File: config.mk
export PLATFORM = sky130hd
export DESIGN_NAME = linked_bkpt_qual
export DESIGN_NICKNAME = d
export VERILOG_FILES = /design/src/rtl/lbq_pkg.sv /design/src/rtl/lbq_link_ctrl.sv /design/src/rtl/lbq_pair_qual.sv /design/src/rtl/lbq_status.sv /design/src/rtl/linked_bkpt_qual.sv
export SDC_FILE = /design/constraint.sdc
export NUM_CORES = 1
export LEC_CHECK = 0
export BUFFER_PORTS_ARGS = -buffer_cell sky130_fd_sc_hd__buf_2
export CORE_UTILIZATION = 40
export CTS_CLUSTER_SIZE = 14
export DETAILED_ROUTE_END_ITERATION = 7
export PLACE_DENSITY = 0.87
export SYNTH_ARGS = -nofsm -noshare
export SYNTH_HDL_FRONTEND = slang
export SYNTH_SLANG_ARGS = --single-unit
export TNS_END_PERCENT = 30
File: constraint.sdc
create_clock -name clk_i -period 1.1 [get_ports clk_i]
set_input_delay 0.11 -clock clk_i [delete_from_list [all_inputs] [get_ports clk_i]]
set_output_delay 0.11 -clock clk_i [all_outputs]
set_load 0.02 [all_outputs]
File: src/rtl/lbq_pkg.sv
package lbq_pkg;
  localparam int NUM_PAIRS_DEF = 4;
  localparam int TAG_W_DEF     = 6;

  typedef struct packed {
    logic valid;
    logic dac_hit;
    logic dac_en;
    logic iac_hit;
    logic iac_en;
    logic tag_match;
    logic abort;
  } pair_in_t;
endpackage

File: src/rtl/lbq_link_ctrl.sv
module lbq_link_ctrl #(
  parameter int NUM_PAIRS = 4,
  localparam int NSH = NUM_PAIRS / 2
) (
  input  logic                 clk_i,
  input  logic                 rst_ni,
  input  logic [NUM_PAIRS-1:0] link_en_i,
  input  logic                 ext_dbg_i,
  input  logic                 int_dbg_i,
  input  logic [NSH-1:0]       shared_i,
  output logic [NUM_PAIRS-1:0] link_act_o
);
  logic dbg_mode;
  assign dbg_mode = ext_dbg_i | int_dbg_i;

  for (genvar k = 0; k < NUM_PAIRS; k++) begin : g_pair
    if (k % 2 == 1) begin : g_shareable
      assign link_act_o[k] = link_en_i[k] & dbg_mode & ~shared_i[k/2];

      shared_unlinked_chk: assert property (@(posedge clk_i) disable iff (!rst_ni)
        shared_i[k/2] |-> !link_act_o[k]);
    end else begin : g_plain
      assign link_act_o[k] = link_en_i[k] & dbg_mode;
    end
  end


  nodbg_unlinked_chk: assert property (@(posedge clk_i) disable iff (!rst_ni)
    !(ext_dbg_i || int_dbg_i) |-> (link_act_o == '0));
endmodule

File: src/rtl/lbq_pair_qual.sv
module lbq_pair_qual
  import lbq_pkg::*;
(
  input  logic     clk_i,
  input  logic     rst_ni,
  input  pair_in_t in_i,
  input  logic     link_act_i,
  output logic     dac_evt_o,
  output logic     iac_evt_o
);
  logic dac_base, linked_ok, dac_d, iac_d;

  assign dac_base  = in_i.valid & in_i.dac_hit & in_i.dac_en;
  // linked: same instruction must also hit the partner, and not be aborted
  assign linked_ok = in_i.iac_hit & in_i.tag_match & ~in_i.abort;
  assign dac_d     = dac_base & (~link_act_i | linked_ok);
  assign iac_d     = in_i.valid & in_i.iac_hit & in_i.iac_en & ~link_act_i;

  always_ff @(posedge clk_i or negedge rst_ni) begin
    if (!rst_ni) begin
      dac_evt_o <= 1'b0;
      iac_evt_o <= 1'b0;
    end else begin
      dac_evt_o <= dac_d;
      iac_evt_o <= iac_d;
    end
  end


  linked_iac_silent_chk: assert property (@(posedge clk_i) disable iff (!rst_ni)
    iac_evt_o |-> !$past(link_act_i));

  linked_dac_pair_chk: assert property (@(posedge clk_i) disable iff (!rst_ni)
    (dac_evt_o && $past(link_act_i)) |-> ($past(in_i.iac_hit) && $past(in_i.tag_match)));

  linked_abort_chk: assert property (@(posedge clk_i) disable iff (!rst_ni)
    (dac_evt_o && $past(link_act_i)) |-> !$past(in_i.abort));

  idle_no_evt_chk: assert property (@(posedge clk_i) disable iff (!rst_ni)
    (dac_evt_o || iac_evt_o) |-> $past(in_i.valid));
endmodule

File: src/rtl/lbq_status.sv
module lbq_status #(
  parameter int W = 8
) (
  input  logic         clk_i,
  input  logic         rst_ni,
  input  logic [W-1:0] set_i,
  input  logic [W-1:0] clr_i,
  output logic [W-1:0] sts_o
);
  always_ff @(posedge clk_i or negedge rst_ni) begin
    if (!rst_ni) sts_o <= '0;
    else         sts_o <= (sts_o & ~clr_i) | set_i;  // set wins
  end

  for (genvar i = 0; i < W; i++) begin : g_chk

    sts_rise_chk: assert property (@(posedge clk_i) disable iff (!rst_ni)
      $rose(sts_o[i]) |-> $past(set_i[i]));

    sts_fall_chk: assert property (@(posedge clk_i) disable iff (!rst_ni)
      $fell(sts_o[i]) |-> $past(clr_i[i]));
  end
endmodule

File: src/rtl/linked_bkpt_qual.sv
module linked_bkpt_qual
  import lbq_pkg::*;
#(
  parameter int NUM_PAIRS = NUM_PAIRS_DEF,
  parameter int TAG_W     = TAG_W_DEF,
  localparam int NSH = NUM_PAIRS / 2,
  localparam int SW  = 2 * NUM_PAIRS
) (
  input  logic                 clk_i,
  input  logic                 rst_ni,
  input  logic                 insn_valid_i,
  input  logic [TAG_W-1:0]     dac_tag_i,
  input  logic [TAG_W-1:0]     iac_tag_i,
  input  logic [NUM_PAIRS-1:0] dac_hit_i,
  input  logic [NUM_PAIRS-1:0] iac_hit_i,
  input  logic [NUM_PAIRS-1:0] dac_en_i,
  input  logic [NUM_PAIRS-1:0] iac_en_i,
  input  logic [NUM_PAIRS-1:0] link_en_i,
  input  logic                 ext_dbg_i,
  input  logic                 int_dbg_i,
  input  logic [NSH-1:0]       shared_i,
  input  logic                 ldst_abort_i,
  input  logic [SW-1:0]        sts_clr_i,
  output logic [NUM_PAIRS-1:0] dac_evt_o,
  output logic [NUM_PAIRS-1:0] iac_evt_o,
  output logic [SW-1:0]        sts_set_o,
  output logic [SW-1:0]        sts_o
);
  logic [NUM_PAIRS-1:0] link_act;
  logic                 tag_match;

  assign tag_match = (dac_tag_i == iac_tag_i);

  lbq_link_ctrl #(.NUM_PAIRS(NUM_PAIRS)) u_link (
    .clk_i     (clk_i),
    .rst_ni    (rst_ni),
    .link_en_i (link_en_i),
    .ext_dbg_i (ext_dbg_i),
    .int_dbg_i (int_dbg_i),
    .shared_i  (shared_i),
    .link_act_o(link_act)
  );

  for (genvar k = 0; k < NUM_PAIRS; k++) begin : g_pair
    pair_in_t pin;
    assign pin = '{valid:     insn_valid_i,
                   dac_hit:   dac_hit_i[k],
                   dac_en:    dac_en_i[k],
                   iac_hit:   iac_hit_i[k],
                   iac_en:    iac_en_i[k],
                   tag_match: tag_match,
                   abort:     ldst_abort_i};
    lbq_pair_qual u_qual (
      .clk_i     (clk_i),
      .rst_ni    (rst_ni),
      .in_i      (pin),
      .link_act_i(link_act[k]),
      .dac_evt_o (dac_evt_o[k]),
      .iac_evt_o (iac_evt_o[k])
    );
  end

  assign sts_set_o = {iac_evt_o, dac_evt_o};

  // set requests are registered pulses; status merges the same-cycle decision
  logic [SW-1:0] set_d;
  always_comb begin
    set_d = '0;
    for (int k = 0; k < NUM_PAIRS; k++) begin
      set_d[k]             = insn_valid_i & dac_hit_i[k] & dac_en_i[k] &
                             (~link_act[k] | (iac_hit_i[k] & tag_match & ~ldst_abort_i));
      set_d[NUM_PAIRS + k] = insn_valid_i & iac_hit_i[k] & iac_en_i[k] & ~link_act[k];
    end
  end

  lbq_status #(.W(SW)) u_sts (
    .clk_i (clk_i),
    .rst_ni(rst_ni),
    .set_i (set_d),
    .clr_i (sts_clr_i),
    .sts_o (sts_o)
  );


  set_matches_sts_chk: assert property (@(posedge clk_i) disable iff (!rst_ni)
    ((sts_set_o & ~sts_o) == '0));
endmodule

==> flow_summary.json <==
{
  "peakVddDrop_mv": 0.453,
  "ys_warn_count": 0,
  "cts_setup_buffers": 0,
  "clock_skew_ns": 0,
  "design_area_mm2": 0.00114,
  "reg2reg_to": "u_sts.sts_o[3]",
  "maxCapViolCount": 0,
  "routedWlPerCell_um": 11.5,
  "crit_slowest_cell": "dfrtp_1",
  "fp.dieArea_mm2": 0.00226,
  "ioPinCount": 72,
  "path_clk_slew_ns": 0.09,
  "hold_path.class": "in2reg",
  "dr.pass1.iters": 2,
  "clock-sinks": 16,
  "setup_viol": 0,
  "cp-end-kind": "primary output",
  "tightest_slew_ns": 0.351,
  "syn_nets": 126,
  "post-route-period-util_pct": 86.6,
  "reg2reg_depth": 2,
  "min_from": "sts_clr_i[1]",
  "grt_first_pass_wirelength_um": 2460,
  "hold_end": "u_sts.sts_o[1]",
  "vias": 767,
  "vias_per_cell": 4.68,
  "power.leakage_nw": 0.694,
  "ys_ff_latch": 16,
  "htree_levels": 1,
  "grt_pass1_vias": 643,
  "layout-drive-gt1-share_pct": 56.9,
  "antenna_found_initial": 0,
  "cts_tree": "done",
  "setup.worst_path.start_class": "flip-flop",
  "grt_max_degree": 17,
  "hold_depth": 2,
  "report.final.slew_viol_count": 0,
  "clockBufferDepth": 2,
  "max_freq_ghz": 1.05,
  "placed_cell_area_mm2": 0.00110,
  "final.min_clock_period_ns": 0.953,
  "grt.overflow.total": 0,
  "yosysSeqAreaShare_pct": 48.2,
  "post-dp-hpwl_um": 1560,
  "finalHoldViolations": 0,
  "required_ns": 0.99,
  "path_max_fanout": 2,
  "dr.first_iter.drc_count": 5,
  "utilization_pct": 58.2,
  "critPathKind": "reg2out",
  "drcViolationCount": 0,
  "slew_headroom_pct": 76.6,
  "rows": 16,
  "worst_skew_pair.late_latency_ns": 0.28,
  "ys_types": 16,
  "crit_arrival_ns": 0.84,
  "syn_area_um2": 831,
  "ant_nets": 0,
  "worstReg2RegStart": "u_sts.sts_o[3]",
  "cts-root-buf": "clkbuf_4",
  "die_h_um": 47.6,
  "grt_usage_pct": 16.1,
  "avgSynthCellArea_um2": 10.7,
  "core_area_mm2": 0.00196,
  "cpPeakStageDelay_ns": 0.40,
  "area_growth_pct": 37.5,
  "ff_latch_area_um2": 400,
  "die_w_um": 47.6,
  "status": "finished clean",
  "critical_path.top_delay_family": "flip-flops",
  "start_util_pct": 42.3,
  "tns_ns": 0,
  "routed_wl_um": 1890,
  "gp_congestion": 0.648,
  "diodes": 0,
  "powerDensity_mw_per_mm2": 1130,
  "fillers": 190,
  "cp_cell_sequence": "buf_2",
  "rsz0062_at_grt": "false",
  "worst-r2r-setup-slack_ns": 0.41,
  "synthesis.instances": 78,
  "multi_input_area_um2": 277,
  "power_mw": 1.29,
  "cts_inserted_buffers": 3,
  "io_buffers": 71,
  "critPathBufInv": 1,
  "final_nets": 186
}
[flip-flops by register name, indices dropped and copies added (netlist names)]
| signal | count |
|---|---|
| g_pair.u_qual.iac_evt_o | 4 |
| g_pair.u_qual.dac_evt_o | 4 |
| u_sts.sts_o | 8 |
[worst max-delay path by stage]
stage | from | to | slack (ns) | depth (start not counted)
floorplan | iac_tag_i[1] | u_sts.sts_o[0] | 0.11 | 4
global placement | iac_tag_i[1] | u_sts.sts_o[2] | -0.08 | 5
detailed placement | iac_tag_i[1] | u_sts.sts_o[3] | -0.14 | 5
CTS | g_pair[1].u_qual.dac_evt_o | dac_evt_o[1] | 0.14 | 1
global route | iac_tag_i[1] | u_sts.sts_o[1] | 0.05 | 5
finish | g_pair[1].u_qual.dac_evt_o | dac_evt_o[1] | 0.15 | 1
[layout make-up]
class                      instances  area share (%)
clock buffer                       4            3.18
inverter                           8            2.63
timing repair buffer              72            32.0
sequential                        16            35.0
tap                               27            2.96
multi-input combinational         37            24.2
[layer usage]
layer | track usage, % | share of wire [%] | routed length (um) | vias up
li1 | - | - | - | 378
met1 | 14.8 | 36 | 688 | 348
met2 | 32.1 | 56 | 1060 | 41
met3 | 3.02 | 7.2 | 137 | 0
met4 | 9.44 | 0 | 0 | 0
met5 | 0 | 0 | 0 | -
[logic make-up (layout without fill, tap and decap cells)]
family	after synthesis	after routing	share of synthesized area, %
simple gates	19	19	16.7
xor+xnor	6	6	6.33
buf+inv	25	84	18.5
compound gates	12	12	10.2
flops	16	16	48.2
[metrics by stage]
step | hold slack [ns] | setup slack, ns | std cells
finish | 0.0474 | 0.147 | 164
global route | 0.0432 | 0.0523 | 164
CTS | 0.0404 | 0.140 | 164
detailed placement | 0.0392 | -0.145 | 159
global placement | 0.0254 | -0.0772 | 159
floorplan | -0.186 | 0.114 | 78
[power breakdown]
part / internal [mW] / total (mW) / switching (mW)
registers: 0.619 / 0.634 / 0.0147
logic: 0.128 / 0.280 / 0.152
clock network: 0.201 / 0.381 / 0.179
total: 0.949 / 1.29 / 0.346
[cells in the mapped netlist, drive strengths merged]
library cell  number  area (um2)
buf               16         120
dfrtp             16         400
nand4              9        62.6
inv                8        30.0
a21o               4        30.0
and4               4        35.0
o21ai              4        20.0
o221ai             4        35.0
xnor2              3        26.3
xor2               3        26.3
nand2              2        7.51
nand3b             2        15.0
clkbuf             1        3.75
nor4               1        12.5
or2                1        6.26
[layout by cell type (no fill, tap or decap), drive strengths merged]
cell	count
a21o	4
and4	4
buf	71
clkbuf	4
dfrtp	16
dlygate4sd3	1
inv	8
nand2	2
nand3b	2
nand4	9
nor4	1
o21ai	4
o221ai	4
or2	1
xnor2	3
xor2	3
[timing repair]
action	4_1_cts	5_1_grt
setup endpoints to repair	0	0
hold buffers	1	0
gates resized for setup	0	0
hold endpoints to repair	16	0
(Power assumes the default switching activity.)
